--- config.mk ---
export PLATFORM = sky130hd
export DESIGN_NAME = acc_execute_unit
export DESIGN_NICKNAME = d
export VERILOG_FILES = /design/src/rtl/exec_pkg.sv /design/src/rtl/exec_decode.sv /design/src/rtl/exec_alu.sv /design/src/rtl/acc_execute_unit.sv
export SDC_FILE = /design/constraint.sdc
export NUM_CORES = 1
export LEC_CHECK = 0
export BUFFER_PORTS_ARGS = -buffer_cell sky130_fd_sc_hd__buf_2
export CAP_MARGIN = 20
export CORE_ASPECT_RATIO = 0.5
export CORE_MARGIN = 1
export CORE_UTILIZATION = 30
export CTS_CLUSTER_DIAMETER = 30
export CTS_CLUSTER_SIZE = 16
export DETAILED_ROUTE_END_ITERATION = 10
export SLEW_MARGIN = 10
export SYNTH_ARGS = -nofsm -noshare
export SYNTH_HDL_FRONTEND = slang
export SYNTH_HIERARCHICAL = 1
export SYNTH_SLANG_ARGS = --single-unit
--- constraint.sdc ---
create_clock -name clk -period 5.05 [get_ports clk]
set_input_delay 1.01 -clock clk [delete_from_list [all_inputs] [get_ports clk]]
set_output_delay 1.01 -clock clk [all_outputs]
set_load 0.01 [all_outputs]
--- src/rtl/exec_pkg.sv ---
package exec_pkg;
  typedef enum logic [4:0] {
    OP_NOP, OP_MOV, OP_ADD, OP_SUB, OP_AND, OP_IOR, OP_XOR, OP_COM,
    OP_INC, OP_DEC, OP_INCSZ, OP_DECSZ, OP_RLC, OP_RRC, OP_SWAP,
    OP_BCLR, OP_BSET, OP_BTSC, OP_BTSS, OP_LDI, OP_ANDI, OP_IORI,
    OP_XORI, OP_CLRW, OP_CLRR, OP_STW
  } exec_op_e;

  typedef struct packed {
    exec_op_e op;
    logic     dst_reg;
  } exec_dec_t;

  typedef struct packed {
    logic c;
    logic hc;
    logic z;
  } exec_flags_t;
endpackage

--- src/rtl/exec_decode.sv ---
module exec_decode
  import exec_pkg::*;
(
  input  logic       valid,
  input  logic [5:0] opc,
  input  logic       tbit,
  output exec_dec_t  dec
);
  always_comb begin
    dec.op      = OP_NOP;
    dec.dst_reg = tbit;
    if (valid) begin
      casez (opc)
        6'b0000??: begin dec.op = OP_BCLR; dec.dst_reg = 1'b1; end
        6'b0010??: begin dec.op = OP_BSET; dec.dst_reg = 1'b1; end
        6'b0001??: dec.op = OP_BTSC;
        6'b0011??: dec.op = OP_BTSS;
        6'b010000: begin
          dec.op      = tbit ? OP_CLRW : OP_NOP;
          dec.dst_reg = 1'b0;
        end
        6'b010001: begin
          dec.op      = tbit ? OP_STW : OP_CLRR;
          dec.dst_reg = 1'b1;
        end
        6'b010010: dec.op = OP_AND;
        6'b010011: dec.op = OP_IOR;
        6'b010100: dec.op = OP_XOR;
        6'b010101: dec.op = OP_RLC;
        6'b010110: dec.op = OP_RRC;
        6'b010111: dec.op = OP_SWAP;
        6'b011000: dec.op = OP_MOV;
        6'b011001: dec.op = OP_INC;
        6'b011010: dec.op = OP_INCSZ;
        6'b011011: dec.op = OP_ADD;
        6'b011100: dec.op = OP_SUB;
        6'b011101: dec.op = OP_DEC;
        6'b011110: dec.op = OP_DECSZ;
        6'b011111: dec.op = OP_COM;
        6'b111010: begin dec.op = OP_LDI;  dec.dst_reg = 1'b0; end
        6'b110100: begin dec.op = OP_ANDI; dec.dst_reg = 1'b0; end
        6'b110101: begin dec.op = OP_IORI; dec.dst_reg = 1'b0; end
        6'b110110: begin dec.op = OP_XORI; dec.dst_reg = 1'b0; end
        default:   dec.op = OP_NOP;
      endcase
    end
  end
endmodule

--- src/rtl/exec_alu.sv ---
module exec_alu
  import exec_pkg::*;
#(
  parameter int DATA_W = 8,
  localparam int BIT_W = $clog2(DATA_W),
  localparam int NIB_W = DATA_W / 2
) (
  input  exec_op_e          op,
  input  logic [DATA_W-1:0] w,
  input  logic [DATA_W-1:0] r,
  input  logic [DATA_W-1:0] imm,
  input  logic [BIT_W-1:0]  bidx,
  input  exec_flags_t       fin,
  output logic [DATA_W-1:0] res,
  output exec_flags_t       fout,
  output logic              wr,
  output logic              skip
);
  logic [DATA_W:0]   add_sum, sub_sum;
  logic [NIB_W:0]    add_lo, sub_lo;
  logic [DATA_W-1:0] inc_v, dec_v, mask;

  always_comb begin
    add_sum = {1'b0, r} + {1'b0, w};
    sub_sum = {1'b0, r} + {1'b0, ~w} + {{DATA_W{1'b0}}, 1'b1};
    add_lo  = {1'b0, r[NIB_W-1:0]} + {1'b0, w[NIB_W-1:0]};
    sub_lo  = {1'b0, r[NIB_W-1:0]} + {1'b0, ~w[NIB_W-1:0]} + {{NIB_W{1'b0}}, 1'b1};
    inc_v   = r + 1'b1;
    dec_v   = r - 1'b1;
    mask    = {{(DATA_W-1){1'b0}}, 1'b1} << bidx;
  end

  always_comb begin
    res  = '0;
    fout = fin;
    wr   = 1'b1;
    skip = 1'b0;
    unique case (op)
      OP_MOV:   begin res = r;     fout.z = (res == '0); end
      OP_ADD:   begin
        res = add_sum[DATA_W-1:0];
        fout.c = add_sum[DATA_W]; fout.hc = add_lo[NIB_W]; fout.z = (res == '0);
      end
      OP_SUB:   begin
        res = sub_sum[DATA_W-1:0];
        fout.c = sub_sum[DATA_W]; fout.hc = sub_lo[NIB_W]; fout.z = (res == '0);
      end
      OP_AND:   begin res = r & w;   fout.z = (res == '0); end
      OP_IOR:   begin res = r | w;   fout.z = (res == '0); end
      OP_XOR:   begin res = r ^ w;   fout.z = (res == '0); end
      OP_COM:   begin res = ~r;      fout.z = (res == '0); end
      OP_INC:   begin res = inc_v;   fout.z = (res == '0); end
      OP_DEC:   begin res = dec_v;   fout.z = (res == '0); end
      OP_INCSZ: begin res = inc_v;   skip = (inc_v == '0); end
      OP_DECSZ: begin res = dec_v;   skip = (dec_v == '0); end
      OP_RLC:   begin res = {r[DATA_W-2:0], fin.c}; fout.c = r[DATA_W-1]; end
      OP_RRC:   begin res = {fin.c, r[DATA_W-1:1]}; fout.c = r[0]; end
      OP_SWAP:  res = {r[NIB_W-1:0], r[DATA_W-1:NIB_W]};
      OP_BCLR:  res = r & ~mask;
      OP_BSET:  res = r | mask;
      OP_BTSC:  begin wr = 1'b0; skip = ((r & mask) == '0); end
      OP_BTSS:  begin wr = 1'b0; skip = ((r & mask) != '0); end
      OP_LDI:   res = imm;
      OP_ANDI:  begin res = imm & w; fout.z = (res == '0); end
      OP_IORI:  begin res = imm | w; fout.z = (res == '0); end
      OP_XORI:  begin res = imm ^ w; fout.z = (res == '0); end
      OP_CLRW, OP_CLRR: begin res = '0; fout.z = 1'b1; end
      OP_STW:   res = w;
      default:  wr = 1'b0;
    endcase
  end
endmodule

--- src/rtl/acc_execute_unit.sv ---
module acc_execute_unit
  import exec_pkg::*;
#(
  parameter int DATA_W = 8,
  parameter int ADDR_W = 7,
  localparam int INSTR_W = ADDR_W + 7,
  localparam int BIT_W   = $clog2(DATA_W)
) (
  input  logic               clk,
  input  logic               rst,
  input  logic               valid_i,
  input  logic [INSTR_W-1:0] instr_i,
  input  logic [DATA_W-1:0]  w_i,
  input  logic [DATA_W-1:0]  reg_i,
  input  logic               c_i,
  input  logic               hc_i,
  input  logic               z_i,
  output logic               valid_o,
  output logic [DATA_W-1:0]  result_o,
  output logic               wr_w_o,
  output logic               wr_reg_o,
  output logic [ADDR_W-1:0]  reg_addr_o,
  output logic               c_o,
  output logic               hc_o,
  output logic               z_o,
  output logic               skip_o
);
  exec_dec_t         dec;
  exec_flags_t       fin, fout;
  logic [DATA_W-1:0] res;
  logic              wr, skip;

  assign fin = '{c: c_i, hc: hc_i, z: z_i};

  exec_decode u_dec (
    .valid (valid_i),
    .opc   (instr_i[INSTR_W-1 -: 6]),
    .tbit  (instr_i[ADDR_W]),
    .dec   (dec)
  );

  exec_alu #(.DATA_W(DATA_W)) u_alu (
    .op   (dec.op),
    .w    (w_i),
    .r    (reg_i),
    .imm  (instr_i[DATA_W-1:0]),
    .bidx (instr_i[ADDR_W +: BIT_W]),
    .fin  (fin),
    .res  (res),
    .fout (fout),
    .wr   (wr),
    .skip (skip)
  );

  always_ff @(posedge clk) begin
    if (rst) begin
      valid_o    <= 1'b0;
      result_o   <= '0;
      wr_w_o     <= 1'b0;
      wr_reg_o   <= 1'b0;
      reg_addr_o <= '0;
      c_o        <= 1'b0;
      hc_o       <= 1'b0;
      z_o        <= 1'b0;
      skip_o     <= 1'b0;
    end else begin
      valid_o    <= valid_i;
      result_o   <= res;
      wr_w_o     <= wr & ~dec.dst_reg;
      wr_reg_o   <= wr & dec.dst_reg;
      reg_addr_o <= instr_i[ADDR_W-1:0];
      c_o        <= fout.c;
      hc_o       <= fout.hc;
      z_o        <= fout.z;
      skip_o     <= skip;
    end
  end
endmodule

Yosys cells after proc, flatten, opt, wreduce, memory -nomap -nowiden
Cells that the tools add are included.
- add/sub/neg operators: 8
- equal/unequal tests: 48
- shift operators: 1
- muxes and demuxes: 11
- bitwise gates (word level): 16
- reductions and logical operators: 21
- operator list (kind ; count):
    case mux 8 bit (19 select lines) ; 1
    case mux 5 bit (24 select lines) ; 1
    zero test 8 bit ; 13
    equality test 6 x 5 -> 1 bit (second input constant) ; 16
    equality test 5 bit (second input constant) ; 10
    equality test 5 x 4 -> 1 bit (second input constant) ; 8
    AND 8 bit ; 4
    equality test 6 bit (second input constant) ; 4
    NOT 8 bit ; 3
    OR 8 bit ; 3
    OR reduction 23 bit ; 1
    equality test 5 x 3 -> 1 bit (second input constant) ; 4
    adder 8 x 8 -> 9 bit ; 2
    bitwise XOR 8 bit ; 2
    case mux 1 bit (13 select lines) ; 1
    adder 4 x 4 -> 5 bit ; 2
    equality test 5 x 2 -> 1 bit (second input constant) ; 2
    adder 9 x 1 -> 9 bit (second input constant) ; 1
    adder 8 x 1 -> 8 bit (second input constant) ; 1
    equality test 4 x 2 -> 1 bit (second input constant) ; 2
    case mux 1 bit (4 select lines) ; 2
    nonzero test 8 bit ; 1
    left shift 1 x 3 -> 8 bit (first input constant) ; 1
    subtractor 8 x 1 -> 8 bit (second input constant) ; 1
    14 further kinds ; 19
- register bits after elaboration: 22
- input bits: 36
- output and inout bits: 22
- logic and storage cells: 114

Longest topological paths before layout
Gate-level depths: netlist of run 1.
- depth after elaboration: 8
- gate-level depth with buffers: 15
- mapped depth without buffers: 11

Hierarchy
Netlist of run 1, hierarchy kept.
- modules (own cells, without submodules) (module ; times used ; cells each ; area an instance (µm²) ; seq. area each (µm²)):
    exec_alu ; 1 ; 475 ; 3289.4 ; 0.0
    acc_execute_unit ; 1 ; 46 ; 605.6 ; 440.4
    exec_decode ; 1 ; 67 ; 430.4 ; 0.0

Least setup slack after synthesis of run 1
Ideal clock, no wire load.
- path type: input-to-reg
- from: input port instr_i[10]
- to: register result_o[7]
- setup time: 0.114 ns
- arrival time: 3.333 ns
- required time: 4.936 ns
- setup slack: 1.603 ns
- stages: 11
- buffers on the path: 2
- cells stage by stage: buf_6 buf_6 or3_4 a21oi_1 nand3b_1 nor2_1 a221oi_2 nand4_1 a211o_1 a211o_1 nor2b_1
- RTL lines (element ; line ; text):
    from (decl) ; acc_execute_unit.sv:12 ; input logic [INSTR_W-1:0] instr_i,
    to (signal assigned) ; acc_execute_unit.sv:68 ; result_o <= res;
    to (decl) ; acc_execute_unit.sv:19 ; output logic [DATA_W-1:0] result_o,

==> out/metrics.cfg, run 1 <==
[cts]
postCtsSetupBuffers=0
cts_resized=0
cts_buffers=3
cts-htree-levels=1
cts_hold_buf=0
cts_max_path_buffers=2
cts_tree=built
clkTransAtPathRegs_ns=0.06
clock_sink_count=22
cts-root-buf=clkbuf_16

[place]
dp_cells=813
numPortBuffers=57
gp_congestion=1.06
place_hpwl_um=15800
place_ws_ns=0.586
placed_area_um2=4750

[sta]
setup_slack_ns=0.752
fmax_ghz=0.233
finalSetupViolations=0
post-route-min-period_ns=4.30
finalCritPeriodShare_pct=85.1
rsz0062_at_grt=false
drv_slew=0
hold_slack_ns=1.02
finalHoldViolations=0
tns_ns=0
worst_pin_slew_ns=0.884
max-slew-margin-rel_pct=40.9

[synth]
syn_area_um2=4330
synth_top_flop_cell=dfxtp_1
synth-seq-cells=22
synth_mux_area_share_pct=2.26
postSynthCellCount=588
yosys_warnings=6
yosysSeqAreaShare_pct=10.2
synth-compound-area-share_pct=29.3
synthAdderAreaFrac_pct=13.7
ys_types=84
synth.avg_cell_area_um2=7.36
yosys.area_share.simple_pct=32.3
synthArstFlopShare_pct=0
synth_enable_flop_cells=0
syn_nets=670
synth_xor_xnor_area_share_pct=3.04
synth_top_family_by_area=simple AND/OR/NAND/NOR gates

[die]
die_y_um=86.9
io_pins=58
coreArea_um2=13800
initial_core_util_pct=31.3
chipWidth_um=172
die-area_um2=14900
placementRows=30

[cells_and_area]
final_common_cell=buf_2
final_cell_mix=buf_2, nor2_1, ha_1, nand2_1, inv_1
stdcell_count=819
postLayoutCellArea_um2=4860
nets=708
drive_gt1_share_pct=18.2
area_growth_pct=12.4

[drt]
drt_first_iter_violations=762
drtPass1Iterations=6
wl_um=20200
routedWlPerCell_um=24.7
ant_nets=0
drc=0
vias=4975
viasPerCell=6.07

[setup_path]
critPathLaunchType=input port
cp.arrival_ns=4.44
end_kind=flop
worstSetupPathType=input port to flop
crit_required_ns=5.19
crit_fanout=20

[min_path]
hold_path.class=input port to flop

[power_and_ir_drop]
powerDensity_nw_per_um2=171
sequentialPowerShare_pct=22.8
clkPwrFrac_pct=27.7
netSwitchingFraction_pct=41.1
ir_drop_uv=117
internal-power_w=0.000489
total_switching_power_w=0.000342
leakage_nw=1.95
p_comb_share_pct=49.5

[grt]
antenna_found_initial=1
grt-ovfl-total=0
grt_pass1_wl_um=29500
grt_max_degree=25
track_usage_pct=27.1
grt_pass1_vias=4524

[run]
maxCapViolations=0

[outcome]
status=finished clean

-- cells in the mapped netlist (4+ instances only) --
cell       n  share of area, %
ha_1      44                13
o21ai_0   25               2.9
a22o_1     5               1.0
nor2b_1   28               4.0
dfxtp_1   22                10
a211o_1    4              0.81
or3_1      4              0.58
clkbuf_1  14               1.2
a211oi_1  12               2.1
o21bai_1   4              0.69
a221oi_1  10               2.0
buf_6      9               2.3
inv_1     36               3.1
o221ai_1   5               1.0
xor2_1     5               1.0
or4_1      8               1.4
o22ai_1    8               1.2
a31oi_1   14               2.0
nor2_1    54               4.7
a22oi_1   10               1.7
nand3b_1   6               1.0
or2_2      5              0.72
nor3b_1    6               1.0
o31ai_1    4              0.69
nand4_1   17               2.5
nand2_1   39               3.4
a21oi_1   33               3.8
o211ai_1   6               1.0
nor3_1    13               1.5
nand2b_1   9               1.3
nor4_1     6              0.87
xnor2_1   10               2.0
nand3_1   11               1.3
buf_2     16               1.9
-- area by class of cell --
type                            count  area [um2]
Antenna cell                        2        5.00
Clock buffer                        3        75.1
Clock inverter                      1        30.0
Fill cell                        1517        8950
Inverter                           36         135
Multi-Input combinational cell    486        3500
Sequential cell                    22         440
Tap cell                          192         240
Timing Repair Buffer               77         435
-- stage by stage --
step                      util [%]  total power, W
after global routing          35.1        0.000876
after detailed placement      34.4        0.000592
after CTS                     35.1        0.000826
after global placement        34.4        0.000596
after floorplan                  -        0.000453
final                         35.2        0.000831
-- power by group through the flow --
| stage | clock network [W] | logic [W] | registers, W |
|---|---|---|---|
| 6_report | 0.000230 | 0.000412 | 0.000189 |
| 5_1_grt | 0.000246 | 0.000440 | 0.000191 |
| 4_1_cts | 0.000236 | 0.000400 | 0.000189 |
| 3_5_place_dp | 0 | 0.000398 | 0.000193 |
| 3_3_place_gp | 0 | 0.000403 | 0.000193 |
| 2_1_floorplan | 0 | 0.000253 | 0.000201 |
-- state kept, by name, indices dropped and copies added, names as in the netlist --
name	count
result_o	8
reg_addr_o	7
c_o	1
hc_o	1
skip_o	1
valid_o	1
wr_reg_o	1
wr_w_o	1
z_o	1
-- critical path, cell delays in order --
cell	delay (ns)
buf_2	0.32
inv_1	0.23
a211oi_1	0.23
o21ai_1	0.11
a21oi_2	0.54
buf_4	0.30
or2_2	0.26
nor2_2	0.14
o31ai_1	0.39
o2111ai_1	0.21
a211oi_1	0.28
buf_4	0.18
o211ai_1	0.08
nor2b_1	0.14
-- path summary, 6_finish.rpt --
check,from,to,cells after the start
worst max-delay path,instr_i[9],result_o[5]$_SDFF_PP0_,14
worst min-delay path,instr_i[0],reg_addr_o[0]$_SDFF_PP0_,2
-- metal layers --
metal  share of wire, %  vias up  global-route usage [%]  wire (um)
met5                  0        -                       0          0
met4                2.5        0                    7.64        500
met3                9.7       36                    4.36       1970
met2                 41      271                    39.1       8180
met1                 47     2386                    40.8       9540
li1                   -     2282                       -          -
-- cell families (layout without fill, tap and decap cells) --
logic type | after synthesis | in the layout
AND/OR/NAND/NOR | 240 | 240
AO/OA/AOI/OAI | 178 | 178
buffers and inverters | 80 | 117
adder cells (fa/ha/maj) | 46 | 46
flip-flops | 22 | 22
XOR/XNOR | 15 | 15
multiplexers | 7 | 7
other | 0 | 2
Power figures use the tool's default switching activity.
==> run 2: changes to the inputs <==
--- a/config.mk
+++ b/config.mk
@@ -7,12 +7,14 @@
 export LEC_CHECK = 0
 export BUFFER_PORTS_ARGS = -buffer_cell sky130_fd_sc_hd__buf_2
 export CAP_MARGIN = 20
-export CORE_ASPECT_RATIO = 0.5
+export CORE_ASPECT_RATIO = 1.75
 export CORE_MARGIN = 1
 export CORE_UTILIZATION = 30
 export CTS_CLUSTER_DIAMETER = 30
 export CTS_CLUSTER_SIZE = 16
 export DETAILED_ROUTE_END_ITERATION = 10
+export GPL_TIMING_DRIVEN = 0
+export PLACE_DENSITY_LB_ADDON = 0.12
 export SLEW_MARGIN = 10
 export SYNTH_ARGS = -nofsm -noshare
 export SYNTH_HDL_FRONTEND = slang
==> out/metrics.cfg, run 2 (synthesized netlist as in run 1, its figures left out) <==
[cells_and_area]
drive_gt1_share_pct=18.4  ; +0.12 points
regMostFlops=result_o
postLayoutCellArea_um2=4930  ; +1.5%
nets=731  ; +3.2%
n_antenna_cell=0  ; -2
area_growth_pct=14.0
reg_top3=result_o (8), reg_addr_o (7)
largest_reg_flops=8  ; unchanged
final_cell_mix=buf_2, nor2_1, ha_1, nand2_1, inv_1
final_common_cell=buf_2

[power_and_ir_drop]
powerDensity_nw_per_um2=173  ; +1.3%
power_w=0.000855  ; +2.9%
ir_drop_uv=113  ; -3.4%
leakage_nw=2.00  ; +2.7%

[min_path]
hold_path_end=skip_o$_SDFF_PP0_
hold_depth=2  ; unchanged
hold_path.class=input port to flop
hp-start=rst

[grt]
grt_max_degree=14  ; -44%
grt_pass1_vias=5024  ; +11%
grt_pass1_wl_um=31200  ; +5.9%
track_usage_pct=28.4  ; +1.3 points
grt-ovfl-total=0  ; unchanged
antenna_found_initial=0  ; -1

[drt]
drt_first_iter_violations=406  ; -47%
viasPerCell=6.25  ; +2.8%
ant_nets=0  ; unchanged
vias=5154  ; +3.6%
wl_um=21300  ; +5.3%
routedWlPerCell_um=25.8  ; +4.5%
drtPass1Iterations=6  ; unchanged
drc=0  ; unchanged

[cts]
clock_sink_count=22  ; unchanged
postCtsSetupBuffers=0  ; unchanged
cts_hold_buf=0  ; unchanged
cts-root-buf=clkbuf_16
cts_resized=0  ; unchanged
cts_tree=built
cts-htree-levels=1  ; unchanged
cts_max_path_buffers=2  ; unchanged
cts_buffers=3  ; unchanged
clkTransAtPathRegs_ns=0.07  ; about the same

[die]
coreArea_um2=14000  ; +1.2%
placementRows=57  ; +90%
initial_core_util_pct=30.9  ; -0.37 points
io_pins=58  ; unchanged
die-area_um2=14900  ; about the same
chipWidth_um=92.8  ; -46%
die_y_um=161  ; +85%

[setup_path]
path_buf_inv=4  ; unchanged
end_kind=flop
cp.arrival_ns=4.48  ; +0.04 ns
path_cells=buf_2, buf_2, inv_1, nor2_1, o221ai_1, a21oi_1, buf_6, nor3b_4, nand2_1, nand4b_1, nor4_2, a211oi_1, a31oi_1, nor2b_1
crit_fanout=10  ; -50%
cpMostUsedCell=buf_2
critPathMaxStageDelay_ns=0.58  ; +0.04 ns
cp_top_family=simple AND/OR/NAND/NOR gates
critPathLaunchType=input port
worstSetupPathType=input port to flop
crit_path_top_delay_cell=nor4_2
crit_required_ns=5.25  ; +0.06 ns

[sta]
tns_ns=0  ; unchanged
fmax_ghz=0.234  ; +0.60%
rsz0062_at_grt=false
max-slew-margin-rel_pct=38.1  ; -2.8 points
finalSetupViolations=0  ; unchanged
drv_slew=0  ; unchanged
finalCritPeriodShare_pct=84.6  ; -0.51 points
worst_pin_slew_ns=0.925  ; +0.0413 ns
post-route-min-period_ns=4.27  ; -0.0256 ns
finalHoldViolations=0  ; unchanged

[place]
numPortBuffers=56  ; -1.8%
placed_area_um2=4830  ; +1.6%
place_hpwl_um=17300  ; +9.5%
gp_congestion=0.983  ; -7.2%

[run]
maxCapViolations=0  ; unchanged

[outcome]
status=finished clean

[run 2: area by class of cell]
type | count | area (um2)
buffer | 44 | 265
clock buffer | 3 | 75.1
clock inverter | 1 | 30.0
fill | 1599 | 9050
inverter | 36 | 135
multi-input combinational | 486 | 3480
sequential | 22 | 440
tap | 177 | 221
timing repair buffer | 56 | 280
[run 2: per-stage QoR]
step           std cells  setup slack (ns)  hold WS, ns  util, %
6_report             825             0.778        0.957     35.3
5_1_grt              825             0.620        0.964     35.3
4_1_cts              825             0.899        0.947     35.3
3_5_place_dp         821             0.624         1.23     34.5
3_3_place_gp         821             0.647         1.23     34.5
2_1_floorplan        588              1.60         1.08        -
[run 2: how the worst max path moves through the flow]
| stage | startpoint | endpoint | slack (ns) | cells after the start |
|---|---|---|---|---|
| 2_1_floorplan | instr_i[10] | result_o[7]$_SDFF_PP0_ | 1.60 | 11 |
| 3_3_place_gp | instr_i[8] | result_o[5]$_SDFF_PP0_ | 0.65 | 14 |
| 3_5_place_dp | instr_i[9] | z_o$_SDFF_PP0_ | 0.62 | 14 |
| 4_1_cts | instr_i[9] | z_o$_SDFF_PP0_ | 0.90 | 14 |
| 5_1_grt | instr_i[8] | result_o[5]$_SDFF_PP0_ | 0.62 | 14 |
| 6_report | instr_i[9] | z_o$_SDFF_PP0_ | 0.78 | 14 |
[run 2: report_power, final]
| group | internal, W | total [W] | switching (W) |
|---|---|---|---|
| registers | 0.000186 | 0.000189 | 0.00000251 |
| logic | 0.000151 | 0.000422 | 0.000272 |
| clock network | 0.000158 | 0.000243 | 0.0000853 |
[run 2: metal layers]
metal,track usage [%],vias to the layer above,routed length [um]
met3,3.22,101,1030
li1,-,2335,-
met4,21.5,0,1760
met1,28.1,2458,7300
met2,52.5,260,11200
met5,0,-,0
==> run 3: changes to the inputs <==
==> constraint.sdc (replaced) <==
create_clock -name clk -period 4.04 [get_ports clk]
set_input_delay 0.808 -clock clk [delete_from_list [all_inputs] [get_ports clk]]
set_output_delay 0.808 -clock clk [all_outputs]
set_load 0.01 [all_outputs]
==> out/metrics.cfg, run 3 (synthesized netlist as in run 1, its figures left out) <==
[outcome]
status=finished clean

[grt]
grt-ovfl-total=0  ; unchanged
antenna_found_initial=0  ; unchanged
grt_pass1_vias=5024  ; unchanged
grt_max_degree=14  ; unchanged
track_usage_pct=28.4  ; unchanged
grt_pass1_wl_um=31200  ; unchanged

[setup_path]
cpMostUsedCell=nand2_1
crit_required_ns=4.24  ; -1.01 ns
worstSetupPathType=input port to flop
path_cells=buf_2, clkbuf_1, inv_1, ha_1, fa_1, o21bai_1, nand2_1, nand2_1, xnor2_1, or4_1, a31oi_1, nor2b_1
crit_path_top_delay_cell=clkbuf_1
critPathMaxStageDelay_ns=0.59  ; about the same
cp.arrival_ns=4.12  ; -0.36 ns
critPathLaunchType=input port
crit_fanout=10  ; unchanged
end_kind=flop
critPathLaunch=reg_i[0]
cp_top_family=buffers and inverters
path_buf_inv=3  ; -1

[cts]
cts_buffers=3  ; unchanged
cts-htree-levels=1  ; unchanged
clkTransAtPathRegs_ns=0.07  ; about the same
postCtsSetupBuffers=0  ; unchanged
cts_max_path_buffers=2  ; unchanged
cts_hold_buf=0  ; unchanged
clock_sink_count=22  ; unchanged
cts_tree=built
cts-root-buf=clkbuf_16

[drt]
drtPass1Iterations=5  ; -1
wl_um=21300  ; about the same
vias=5160  ; +0.12%
drc=0  ; unchanged
wl_met1_um=7150  ; -2.1%
top_layer_used=met4
viasPerCell=6.25  ; +0.12%
met3_length_um=1180  ; +14%
routed-wl-met2_um=11200  ; about the same
routedWlPerCell_um=25.8  ; about the same
ant_nets=0  ; unchanged
drt_first_iter_violations=466  ; +15%

[cells_and_area]
final_cell_mix=buf_2, nor2_1, ha_1, nand2_1, inv_1
area_growth_pct=14.5
drive_gt1_share_pct=19.0  ; +0.62 points
fillCellCount=1599  ; unchanged
regMostFlops=result_o
largest_reg_flops=8  ; unchanged
n_antenna_cell=0  ; unchanged
nets=731  ; unchanged
reg_top3=result_o (8), reg_addr_o (7)
stdcell_count=825  ; unchanged
final_common_cell=buf_2
postLayoutCellArea_um2=4950  ; +0.41%

[power_and_ir_drop]
powerDensity_nw_per_um2=216  ; +25%
leakage_nw=2.00  ; about the same
ir_drop_uv=141  ; +25%

[place]
placed_area_um2=4830  ; unchanged
dp_cells=821  ; unchanged
gp_congestion=0.983  ; unchanged
place_hpwl_um=17300  ; unchanged
numPortBuffers=56  ; unchanged

[sta]
rsz0062_at_grt=false
worst_pin_slew_ns=0.890  ; -0.0357 ns
finalHoldViolations=0  ; unchanged
hold_slack_ns=0.754  ; -0.203 ns
max-slew-margin-rel_pct=40.5  ; +2.4 points
drv_slew=0  ; unchanged
finalSetupViolations=0  ; unchanged
post-route-min-period_ns=3.91
finalCritPeriodShare_pct=96.9
fmax_ghz=0.256

[run]
maxCapViolations=0  ; unchanged

[die]
chipWidth_um=92.8  ; unchanged
placementRows=57  ; unchanged
coreArea_um2=14000  ; unchanged
io_pins=58  ; unchanged
die_y_um=161  ; unchanged
initial_core_util_pct=30.9  ; unchanged
die-area_um2=14900  ; unchanged

[min_path]
hold_path.class=input port to flop
hp-start=rst

-- run 3: timing repair --
item | CTS | global route
hold endpoints to repair | 0 | 0
resized for setup | 0 | 5
endpoints found under the setup margin | 0 | 6
-- run 3: where the power goes --
part | internal, W | total (W) | switching (W) | leakage [nW]
clock | 0.000198 | 0.000304 | 0.000106 | 0.0511
sequential | 0.000233 | 0.000236 | 0.00000311 | 0.182
combinational | 0.000189 | 0.000530 | 0.000340 | 1.77
total | 0.000620 | 0.00107 | 0.000449 | 2.00
-- run 3: through the flow --
step	power, W	utilization (%)	setup WS, ns	setup TNS, ns
2_1_floorplan	0.000567	-	0.795	0
3_3_place_gp	0.000757	34.5	-0.161	-0.630
3_5_place_dp	0.000756	34.5	-0.184	-0.686
4_1_cts	0.00107	35.3	0.0906	0
5_1_grt	0.00112	35.4	0.0124	0
6_report	0.00107	35.4	0.126	0
-- run 3: final cells by class --
class / instances / area [um2] / share of cell area (%)
Tap cell: 177 / 221 / 4.47
Multi-Input combinational cell: 486 / 3500 / 70.8
Sequential cell: 22 / 440 / 8.89
Buffer: 44 / 265 / 5.36
Clock buffer: 3 / 75.1 / 1.52
Timing Repair Buffer: 56 / 280 / 5.66
Inverter: 36 / 135 / 2.73
Clock inverter: 1 / 30.0 / 0.606
-- run 3: layer usage --
metal	track usage [%]	up-vias
li1	-	2333
met1	28.1	2449
met2	52.5	277
met3	3.22	101
met4	21.5	0
met5	0	-
-- run 3: worst paths after layout --
| path | slack (ns) | end | cells after the start |
|---|---|---|---|
| max | 0.13 | z_o$_SDFF_PP0_ | 12 |
| min | 0.75 | skip_o$_SDFF_PP0_ | 2 |
